$ cat config.mk
export PLATFORM = sky130hd
export DESIGN_NAME = conv_start_seq
export DESIGN_NICKNAME = d
export VERILOG_FILES = /design/src/rtl/conv_seq_pkg.sv /design/src/rtl/conv_seq_datapath.sv /design/src/rtl/conv_seq_control.sv /design/src/rtl/conv_start_seq.sv
export SDC_FILE = /design/constraint.sdc
export NUM_CORES = 1
export LEC_CHECK = 0
export BUFFER_PORTS_ARGS = -buffer_cell sky130_fd_sc_hd__buf_2
export CAP_MARGIN = 10
export CORE_AREA = 2 2 39 41
export CTS_BUF_LIST = sky130_fd_sc_hd__clkbuf_8
export DETAILED_ROUTE_END_ITERATION = 10
export DIE_AREA = 0 0 41 43
export PLACE_DENSITY = 0.5
export SKIP_CTS_REPAIR_TIMING = 1
export SYNTH_ARGS = -nofsm -noshare
export SYNTH_HDL_FRONTEND = slang
export SYNTH_HIERARCHICAL = 1
export SYNTH_SLANG_ARGS = --single-unit
$ cat constraint.sdc
create_clock -name clk -period 3.1 [get_ports clk]
set_input_delay 0 -clock clk [delete_from_list [all_inputs] [get_ports clk]]
set_output_delay 0 -clock clk [all_outputs]
set_load 0.005 [all_outputs]
$ cat src/rtl/conv_seq_pkg.sv
package conv_seq_pkg;
  // Strobes passed from the control module to the datapath.
  typedef struct packed {
    logic loadChan;   // capture the requested channel for a new conversion
  } seqStrobe_t;
endpackage

$ cat src/rtl/conv_seq_datapath.sv
module conv_seq_datapath
  import conv_seq_pkg::*;
#(
  parameter int CH_W = 3
) (
  input  logic            clk,
  input  logic            rstN,
  input  logic            trigIn,
  input  logic [CH_W-1:0] chanSel,
  input  seqStrobe_t      stb,
  output logic            trigEdge,
  output logic [CH_W-1:0] startChan
);
  logic trigPrev;

  always_ff @(posedge clk) begin
    if (!rstN) trigPrev <= 1'b1;
    else       trigPrev <= trigIn;
  end

  assign trigEdge = trigIn & ~trigPrev;

  always_ff @(posedge clk) begin
    if (!rstN)             startChan <= '0;
    else if (stb.loadChan) startChan <= chanSel;
  end

  // the channel presented to the converter moves only on a launch
  p_chan_hold_r8: assert property (@(posedge clk) disable iff (!rstN)
    !stb.loadChan |=> $stable(startChan));
endmodule

$ cat src/rtl/conv_seq_control.sv
module conv_seq_control
  import conv_seq_pkg::*;
(
  input  logic       clk,
  input  logic       rstN,
  input  logic       enable,
  input  logic       startWr,
  input  logic       autoEn,
  input  logic       trigEdge,
  input  logic       convDone,
  input  logic       flagClr,
  output seqStrobe_t stb,
  output logic       busy,
  output logic       startPulse,
  output logic       prescRst,
  output logic       irqFlag
);
  logic autoHit, launch, doneAcc;

  assign autoHit = autoEn & trigEdge;
  assign launch  = enable & ~busy & (startWr | autoHit);
  assign doneAcc = enable & busy & convDone;

  always_comb begin
    stb          = '0;
    stb.loadChan = launch;
  end

  always_ff @(posedge clk) begin
    if (!rstN) begin
      busy       <= 1'b0;
      startPulse <= 1'b0;
      prescRst   <= 1'b0;
      irqFlag    <= 1'b0;
    end else begin
      startPulse <= launch;
      prescRst   <= launch & autoHit;
      if (!enable)      busy <= 1'b0;
      else if (launch)  busy <= 1'b1;
      else if (doneAcc) busy <= 1'b0;
      if (doneAcc)      irqFlag <= 1'b1;
      else if (flagClr) irqFlag <= 1'b0;
    end
  end

  p_pulse_busy_r2: assert property (@(posedge clk) disable iff (!rstN)
    startPulse |-> busy);
  p_pulse_single_r6: assert property (@(posedge clk) disable iff (!rstN)
    startPulse |=> !startPulse);
  p_presc_with_start_r5: assert property (@(posedge clk) disable iff (!rstN)
    prescRst |-> startPulse);
  p_off_idle_r4: assert property (@(posedge clk) disable iff (!rstN)
    !enable |=> !busy);
  p_busy_hold_r3: assert property (@(posedge clk) disable iff (!rstN)
    (busy && enable && !convDone) |=> busy);
  p_done_flag_r9: assert property (@(posedge clk) disable iff (!rstN)
    (busy && enable && convDone) |=> irqFlag);
endmodule

$ cat src/rtl/conv_start_seq.sv
module conv_start_seq
  import conv_seq_pkg::*;
#(
  parameter int CH_W = 3
) (
  input  logic            clk,
  input  logic            rstN,
  input  logic            enable,
  input  logic            startWr,
  input  logic            autoEn,
  input  logic            trigIn,
  input  logic [CH_W-1:0] chanSel,
  input  logic            convDone,
  input  logic            flagClr,
  output logic            busy,
  output logic            startPulse,
  output logic            prescRst,
  output logic [CH_W-1:0] startChan,
  output logic            irqFlag
);
  seqStrobe_t stb;
  logic       trigEdge;

  conv_seq_datapath #(.CH_W(CH_W)) dp_i (
    .clk(clk), .rstN(rstN), .trigIn(trigIn), .chanSel(chanSel),
    .stb(stb), .trigEdge(trigEdge), .startChan(startChan)
  );

  conv_seq_control ctl_i (
    .clk(clk), .rstN(rstN), .enable(enable), .startWr(startWr),
    .autoEn(autoEn), .trigEdge(trigEdge), .convDone(convDone),
    .flagClr(flagClr), .stb(stb), .busy(busy), .startPulse(startPulse),
    .prescRst(prescRst), .irqFlag(irqFlag)
  );
endmodule

==> results of run 1 <==
-- critical path, cell delays in order, from the launching register on --
cell and delay, ns:
dfxtp_1 0.29, nor2b_1 0.14, a21oi_1 0.10, nor3b_1 0.51, mux2i_1 0.25, nor2b_1 0.06
-- report_power, final --
group | total, uW | internal [uW] | switching, uW
clock network | 126 | 84.2 | 41.4
registers | 110 | 108 | 2.26
logic | 23.2 | 13.4 | 9.81
-- metrics by stage --
step	area [um2]	hold WS, ns	power [uW]	instances
global placement	390	0.205	135	61
detailed placement	390	0.204	134	61
global route	442	0.00295	272	65
CTS	432	-0.0319	264	64
finish	442	-0.0317	259	65
floorplan	285	0.0730	121	28
-- how the worst min path moves through the flow --
stage,startpoint,to,slack [ns],cells past startpoint
finish,trigIn,dp_i/trigPrev,-0.03,2
global route,trigIn,dp_i/trigPrev,0.003,2
CTS,trigIn,dp_i/trigPrev,-0.03,2
detailed placement,trigIn,dp_i/trigPrev,0.20,2
global placement,trigIn,dp_i/trigPrev,0.21,2
floorplan,rstN,dp_i/trigPrev,0.07,1
-- final cells by class --
cell class                 count  area, um2
clock buffer                   3       41.3
fill                         147        942
multi-input combinational     20        125
sequential                     8        160
tap                           16       20.0
timing repair buffer          18       95.1
-- registers in the layout, indices dropped and copies added, names as in the netlist --
signal	count
dp_i/startChan	3
ctl_i/busy	1
ctl_i/irqFlag	1
ctl_i/prescRst	1
ctl_i/startPulse	1
dp_i/trigPrev	1
-- placed cells by master (no fill, tap or decap) --
| cell type | Yosys | final |
|---|---|---|
| buf_2 | 0 | 17 |
| dfxtp_1 | 8 | 8 |
| nor2b_1 | 4 | 4 |
| clkbuf_8 | 0 | 3 |
| nand2_1 | 3 | 3 |
| nor2_1 | 3 | 3 |
| mux2i_1 | 3 | 3 |
| nand3b_1 | 2 | 2 |
| a21oi_1 | 1 | 1 |
| nor3b_1 | 1 | 1 |
| o21ai_0 | 1 | 1 |
| a221oi_1 | 1 | 1 |
| nand2b_1 | 1 | 1 |
| dlygate4sd3_1 | 0 | 1 |
-- synthesized netlist by cell type, drive strengths merged --
cell type  count  area (um2)
nand2          3        11.3
nor2           3        11.3
nand2b         1        6.26
a21oi          1        5.00
nor3b          1        7.51
nor2b          4        25.0
mux2i          3        30.0
dfxtp          8         160
nand3b         2        15.0
a221oi         1        8.76
o21ai          1        5.00
-- cell families after synthesis --
logic type,count (synthesis),share of synthesized area (%)
multiplexers,3,10.5
AO/OA/AOI/OAI,3,6.58
AND/OR/NAND/NOR,14,26.8
flip-flops,8,56.1
-- per-layer routing --
| layer | GRT usage [%] | vias up | wire length, um |
|---|---|---|---|
| met4 | 4.00 | 0 | 0 |
| met1 | 8.39 | 112 | 289 |
| met2 | 10.6 | 19 | 224 |
| met5 | 0 | - | 0 |
| met3 | 9.95 | 0 | 112 |
| li1 | - | 137 | - |
==> run metrics, run 1 <==
RR Endpoint dp_i/startChan[2]; Sink Count 8; #FFs+latches synth 8; first-pass GRT wire length 917 um; GRT Total Usage 8.54%; CTS tree yes; Nets 62; largest net degree at the start of global routing 8; max_cap viols 0; Post-Syn Instances 28; row count 14; Max Clk Rate 686 MHz; Core ar. 0.00138 mm2; violated checks negative hold slack; P per Cell Area 586 mW/mm2; WL/cell 9.63 um; RSZ-0062 raised after global routing no; Reg2Reg Depth 5; Synth cell types 11; Critical Path Start Type flip-flop; hold slack -0.0317 ns; Worst Setup SP dp_i/trigPrev; # port buffers 17; Root Driver clkbuf_8; via count 268; layout cells sized above 1 40.8%; post-route antenna net violation count 0; Slew HR 59.9%; DRT iter0 DRCs 5; Critical Path End Type flip-flop; worst slack at placement 1.68 ns; starting density of the core 20.6%; Final Util 31.9%; critical path class flip-flop to flip-flop; Mean Syn Cell Area 10.2 um2; Die Ht 43 um; Slew Viols, Final 0; Area Overhead vs Synth 54.8%; Post-Syn Nets 39; crit path time final 1.46 ns; Worst Skew 0.00185 ns; Setup-failing EPs final 0; first-pass detailed-route iteration total 4; vias in the first global route 237; antenna cells 0; CTS Buf Count 3; Hold Violations, Final 1; status finished with violations; GP Congestion 0.611; Lkg Pwr 0.000205 uW; setup tns final 0 ns; Max rail drop VDD 0.000202 V; Post-DP HPWL 450 um; die area 0.00176 mm2; Via-to-Cell Ratio 4.12; CP Data Arrival Time 1.57 ns; worst slew pin tran 0.601 ns; Hold Crit Class primary input to flip-flop; clock slew at reported path FFs 0.04 ns; Final period util 47.0%; antenna violations before repair 0; worst-skew pair later-pin latency 0.23 ns; register area share after synthesis 56.1%; CP Capture Point dp_i/startChan[2]; WP data required 3.22 ns; gr ovfl total 0; CTS H-tree lvls 1; final wirelength 626 um; FF-to-FF Start dp_i/trigPrev; cell area after synthesis 285 um2; Setup WS post-layout 1.64 ns; reg2reg setup slack 1.64 ns; worst-path fanout max 3; die width 41 um; I/O pin total 18; DR DRC count 0; clock buffer depth 2; yosys warns 6
Power figures use the tool's default switching activity.
==> run 2: changes to the inputs <==
==> constraint.sdc (replaced) <==
create_clock -name clk -period 1.52 [get_ports clk]
set_input_delay 0 -clock clk [delete_from_list [all_inputs] [get_ports clk]]
set_output_delay 0 -clock clk [all_outputs]
set_load 0.005 [all_outputs]
==> run 2 against run 1 <==
  * Routed wire length is 5.4% lower
  * Highest routed layer is now met4
  * The flow still finishes with violations (negative hold slack)
  * Sequential power grew 100%
  * Via count down 0.75%
  * First-iteration DRC count is 100% lower
  * Count of clock-buffer cells in the layout did not move
  * Core utilization increased by 0.54 points
  * Clock power grew 92%
==> run metrics, run 2 (same netlist as run 1, synthesis figures left out) <==
layout cells sized above 1 42.0% (+1.2 points); Cell Area, Placed 398 um2 (+1.9%); hold slack -0.0179 ns (+0.0139 ns); max_cap viols 0 (unchanged); WP data required 1.63 ns (-1.59 ns); P per Cell Area 1150 mW/mm2 (+96%); RSZ-0062 raised after global routing no; Max Clk Rate 822 MHz (+20%); I/O pin total 18 (unchanged); Slew HR 85.2% (+25 points); CP Data Arrival Time 1.33 ns (-0.24 ns); Setup-failing EPs final 0 (unchanged); Sink Count 8 (unchanged); Post-DP HPWL 486 um (+8.1%); via count 266 (-0.75%); die area 0.00176 mm2 (unchanged); violated checks negative hold slack; first-pass detailed-route iteration total 1 (-3); Hold Crit Endpoint dp_i/trigPrev; Slew Viols, Final 0 (unchanged); critical path class flip-flop to flip-flop; DRT iter0 DRCs 0 (-5); post-route antenna net violation count 0 (unchanged); fin area 449 um2 (+1.7%); fin cells 66 (+1.5%); crit path buf inv count 1 (+1); RR Endpoint dp_i/startChan[2]; Hold Crit Class primary input to flip-flop; clock buffer depth 2 (unchanged); gr ovfl total 0 (unchanged); # port buffers 17 (unchanged); row count 14 (unchanged); Hold Violations, Final 1 (unchanged); first-pass GRT wire length 862 um (-6.0%); CP most frequent cell nor2b_1; Critical Path End Type flip-flop; Most flops, register dp_i/startChan; Max rail drop VDD 0.000509 V (+150%); Crit path largest cell delay 0.29 ns (-0.22 ns); clock slew at reported path FFs 0.04 ns (about the same); most frequent cells in the layout 17 x buf_2, 8 x dfxtp_1, 4 x nor2b_1; FF-to-FF Start dp_i/trigPrev; setup tns final 0 ns (unchanged); CP cell instances nor2b_1, a21oi_1, nor3b_1, buf_4, mux2i_1, nor2b_1; antenna violations before repair 0 (unchanged); worst slew pin tran 0.222 ns (-0.378 ns); Area Overhead vs Synth 57.5%; Root Driver clkbuf_8; Critical Path Start Type flip-flop; worst-path fanout max 3 (unchanged); Die Ht 43 um (unchanged); GP Congestion 0.592 (-3.2%); DR DRC count 0 (unchanged); Reg2Reg Depth 6 (+1); final wirelength 592 um (-5.4%); starting density of the core 20.6% (unchanged); leading cell type in the layout, fill and taps excluded buf_2; worst-skew pair later-pin latency 0.22 ns (about the same); CTS tree yes; Worst Skew 0.00304 ns (+0.00119 ns); crit path time final 1.22 ns (-0.242 ns); largest net degree at the start of global routing 8 (unchanged); CP max stage cell dfxtp_1; Core ar. 0.00138 mm2 (unchanged); GRT Total Usage 7.96% (-0.59 points); Worst Hold Launch trigIn; Lkg Pwr 0.000210 uW (+2.5%); antenna cells 0 (unchanged); die width 41 um (unchanged); status finished with violations; CTS H-tree lvls 1 (unchanged); Final period util 80.0% (+33 points); WL/cell 8.97 um (-6.9%); Nets 63 (+1.6%); cell family with most CP delay simple AND/OR/NAND/NOR gates; CTS Buf Count 3 (unchanged); Via-to-Cell Ratio 4.03 (-2.3%); vias in the first global route 227 (-4.2%); max reg flops 3 (unchanged); reg2reg setup slack 0.30 ns (-1.34 ns); Hold Path Stages 2 (unchanged); Placed Cells 62 (+1.6%)
run 2: power breakdown:
part           internal [uW]  leakage [uW]  switching [uW]
Sequential               220     0.0000655            4.64
Combinational           29.2      0.000123            20.0
Clock                    170     0.0000216            71.4
run 2: how the worst max path moves through the flow:
stage	from	to	depth (start not counted)
2_1_floorplan	dp_i/trigPrev	dp_i/startChan[0]	5
3_3_place_gp	dp_i/trigPrev	dp_i/startChan[2]	6
3_5_place_dp	dp_i/trigPrev	dp_i/startChan[1]	6
4_1_cts	dp_i/trigPrev	dp_i/startChan[2]	6
5_1_grt	dp_i/trigPrev	dp_i/startChan[2]	6
6_report	dp_i/trigPrev	dp_i/startChan[2]	6
run 2: cell type report:
| type | instances | area [um2] |
|---|---|---|
| Timing Repair Buffer | 19 | 103 |
| Multi-Input combinational cell | 20 | 125 |
| Sequential cell | 8 | 160 |
| Fill cell | 149 | 935 |
| Tap cell | 16 | 20.0 |
| Clock buffer | 3 | 41.3 |
run 2: worst reg2reg max path: stages, from the launching register on:
cell and delay, ns:
dfxtp_1 0.29, nor2b_1 0.14, a21oi_1 0.10, nor3b_1 0.19, buf_4 0.16, mux2i_1 0.18
nor2b_1 0.06
run 2: per-layer routing:
layer | GRT usage, % | part of all wire [%] | up-vias
met1 | 9.74 | 45 | 107
met2 | 8.75 | 36 | 17
met3 | 3.14 | 17 | 2
li1 | - | - | 140
met5 | 0 | 0 | -
met4 | 10.0 | 1.4 | 0
run 2: stage by stage:
stage	power (uW)	worst slack (ns)	util, %
after floorplan	248	0.216	-
after global placement	276	0.269	28.8
after detailed placement	276	0.298	28.8
after CTS	526	0.286	31.7
after global routing	538	0.210	32.5
final	516	0.304	32.5
==> run 3: changes to the inputs <==
--- a/config.mk
+++ b/config.mk
@@ -11,7 +11,7 @@
 export CTS_BUF_LIST = sky130_fd_sc_hd__clkbuf_8
 export DETAILED_ROUTE_END_ITERATION = 10
 export DIE_AREA = 0 0 41 43
-export PLACE_DENSITY = 0.5
+export PLACE_DENSITY = 0.52
 export SKIP_CTS_REPAIR_TIMING = 1
 export SYNTH_ARGS = -nofsm -noshare
 export SYNTH_HDL_FRONTEND = slang
==> constraint.sdc (replaced) <==
create_clock -name clk -period 1 [get_ports clk]
set_input_delay 0 -clock clk [delete_from_list [all_inputs] [get_ports clk]]
set_output_delay 0 -clock clk [all_outputs]
set_load 0.005 [all_outputs]
==> run 3 against run 2 <==
  * The flow finishes with violations (negative hold slack, negative setup slack)
  * Register-to-register slack worse by 0.46 ns
  * Via count is 0.38% higher
  * Combinational power is 69% higher
  * Die area stayed put
==> run metrics, run 3 (same netlist as run 1, synthesis figures left out) <==
Max rail drop VDD 0.000585 V (+15%); Reg2Reg Depth 6 (unchanged); fillers 144 (-3.4%); hold slack -0.0197 ns (-0.00186 ns); CTS tree yes; row count 14 (unchanged); worst-path fanout max 3 (unchanged); Lkg Pwr 0.000219 uW (+4.2%); Core ar. 0.00138 mm2 (unchanged); Hold Violations, Final 1 (unchanged); RSZ-0062 raised after global routing yes; # port buffers 17 (unchanged); Critical Path Start Type flip-flop; P_int 643 uW (+53%); Final period util 116% (+36 points); leading cell type in the layout, fill and taps excluded buf_2; DR DRC count 0 (unchanged); FF-to-FF Start dp_i/trigPrev; Sequential Power Share 42.9% (-0.6 points); P per Cell Area 1690 mW/mm2 (+47%); Hold Crit Class primary input to flip-flop; Via-to-Cell Ratio 3.99 (-1.1%); GP Congestion 0.634 (+7.1%); WL/cell 8.51 um (-5.2%); Placed Cells 63 (+1.6%); Critical Path End Type flip-flop; Root Driver clkbuf_8; post-route antenna net violation count 0 (unchanged); CTS Buf Count 3 (unchanged); Slew HR 85.8% (+0.63 points); CP cell instances nor2b_2, a21oi_2, nor3b_2, buf_4, mux2i_1, nor2b_1; clock buffer depth 2 (unchanged); cell family with most CP delay simple AND/OR/NAND/NOR gates; via count 267 (+0.38%); crit path time final 1.16 ns (-0.0578 ns); max_cap viols 0 (unchanged); Crit path largest cell delay 0.30 ns (about the same); max reg flops 3 (unchanged); footprint of the multi-input gates 136 um2 (+9.0%); CP Data Arrival Time 1.27 ns (-0.06 ns); RR Endpoint dp_i/startChan[1]; layout cells sized above 1 49.0% (+7.0 points); largest net degree at the start of global routing 8 (unchanged); Setup WS post-layout -0.159 ns (-0.462 ns); I/O pin total 18 (unchanged); Cell Area, Placed 417 um2 (+4.7%); status finished with violations; violated checks negative hold slack, negative setup slack; vias in the first global route 242 (+6.6%); Setup-failing EPs final 3 (+3); Net Switching 150 uW (+56%); Most flops, register dp_i/startChan; Worst Skew 0.00178 ns (-0.00126 ns); Net Sw Frac 18.9% (+0.28 points); setup tns final -0.461 ns (-0.461 ns); CP max stage cell dfxtp_1; worst-skew pair later-pin latency 0.22 ns (about the same); CP Capture Point dp_i/startChan[1]; critical path class flip-flop to flip-flop; antenna violations before repair 0 (unchanged); Worst Setup SP dp_i/trigPrev; worst slack at placement -0.210 ns (-0.508 ns); DRT iter0 DRCs 0 (unchanged); Max Clk Rate 863 MHz (+5.0%); Clk pwr share 46.6% (-0.3 points); Die Ht 43 um (unchanged); first-pass detailed-route iteration total 1 (unchanged); CTS H-tree lvls 1 (unchanged); antenna cells 0 (unchanged); Worst Hold Launch trigIn; die width 41 um (unchanged); reg2reg setup slack -0.16 ns (-0.46 ns); final wirelength 570 um (-3.7%); GRT Total Usage 7.77% (-0.19 points); Nets 64 (+1.6%); Hold Path Stages 2 (unchanged); Post-DP HPWL 482 um (-0.82%); first-pass GRT wire length 883 um (+2.4%); worst slew pin tran 0.213 ns (-0.00943 ns); clock slew at reported path FFs 0.04 ns (about the same); fin area 468 um2 (+4.2%); fin cells 67 (+1.5%); starting density of the core 20.6% (unchanged); Slew Viols, Final 0 (unchanged); Area Overhead vs Synth 64.0%; WP data required 1.11 ns (-0.52 ns); die area 0.00176 mm2 (unchanged); gr ovfl total 0 (unchanged); Seq. cell area 160 um2 (unchanged); Sink Count 8 (unchanged); Crit. path cell count 6 (unchanged); Gate power share 10.5% (+0.9 points); most frequent cells in the layout 17 x buf_2, 8 x dfxtp_1; crit path buf inv count 1 (unchanged); total power 792 uW (+54%)
==> run 3: cell types whose count changed in the layout (fill, tap and decap cells not counted) <==
cell,delta
nor2b_1,-1
nor3b_2,+1
nor2b_2,+1
a21oi_1,-1
buf_4,+1
nor3b_1,-1
a21oi_2,+1
==> run 3: routing by layer <==
layer	wire [um]	part of all wire [%]	up-vias	track usage (%)
li1	-	-	141	-
met1	259	45	112	9.15
met2	245	43	14	10.3
met3	65	11	0	3.66
met4	0	0	0	6.00
met5	0	0	-	0
==> run 3: worst reg2reg max path, cell delays in order, from the launching register on <==
cell,delay (ns)
dfxtp_1,0.30
nor2b_2,0.13
a21oi_2,0.08
nor3b_2,0.15
buf_4,0.15
mux2i_1,0.19
nor2b_1,0.06
==> run 3: per-stage QoR <==
stage / util (%) / hold slack [ns]
2_1_floorplan: - / 0.0730
3_3_place_gp: 30.1 / 0.204
3_5_place_dp: 30.1 / 0.209
4_1_cts: 33.1 / -0.0199
5_1_grt: 33.8 / 0.00404
6_report: 33.8 / -0.0197
==> run 3: cell type report <==
| cell class | instances | area share [%] |
|---|---|---|
| Multi-Input combinational cell | 20 | 29.1 |
| Sequential cell | 8 | 34.2 |
| Timing Repair Buffer | 20 | 23.5 |
| Tap cell | 16 | 4.28 |
| Clock buffer | 3 | 8.82 |
==> run 3: worst min-delay path by stage <==
stage,slack (ns),end
2_1_floorplan,0.07,dp_i/trigPrev
3_3_place_gp,0.20,dp_i/trigPrev
3_5_place_dp,0.21,dp_i/trigPrev
4_1_cts,-0.02,dp_i/trigPrev
5_1_grt,0.004,dp_i/trigPrev
6_report,-0.02,dp_i/trigPrev
==> run 3: power groups by stage <==
| stage | combinational (uW) | sequential (uW) | clock [uW] |
|---|---|---|---|
| 4_1_cts | 82.2 | 340 | 385 |
| 3_3_place_gp | 82.0 | 345 | 0 |
| 3_5_place_dp | 82.2 | 345 | 0 |
| 6_report | 83.2 | 340 | 369 |
| 5_1_grt | 92.5 | 340 | 397 |
| 2_1_floorplan | 32.2 | 348 | 0 |
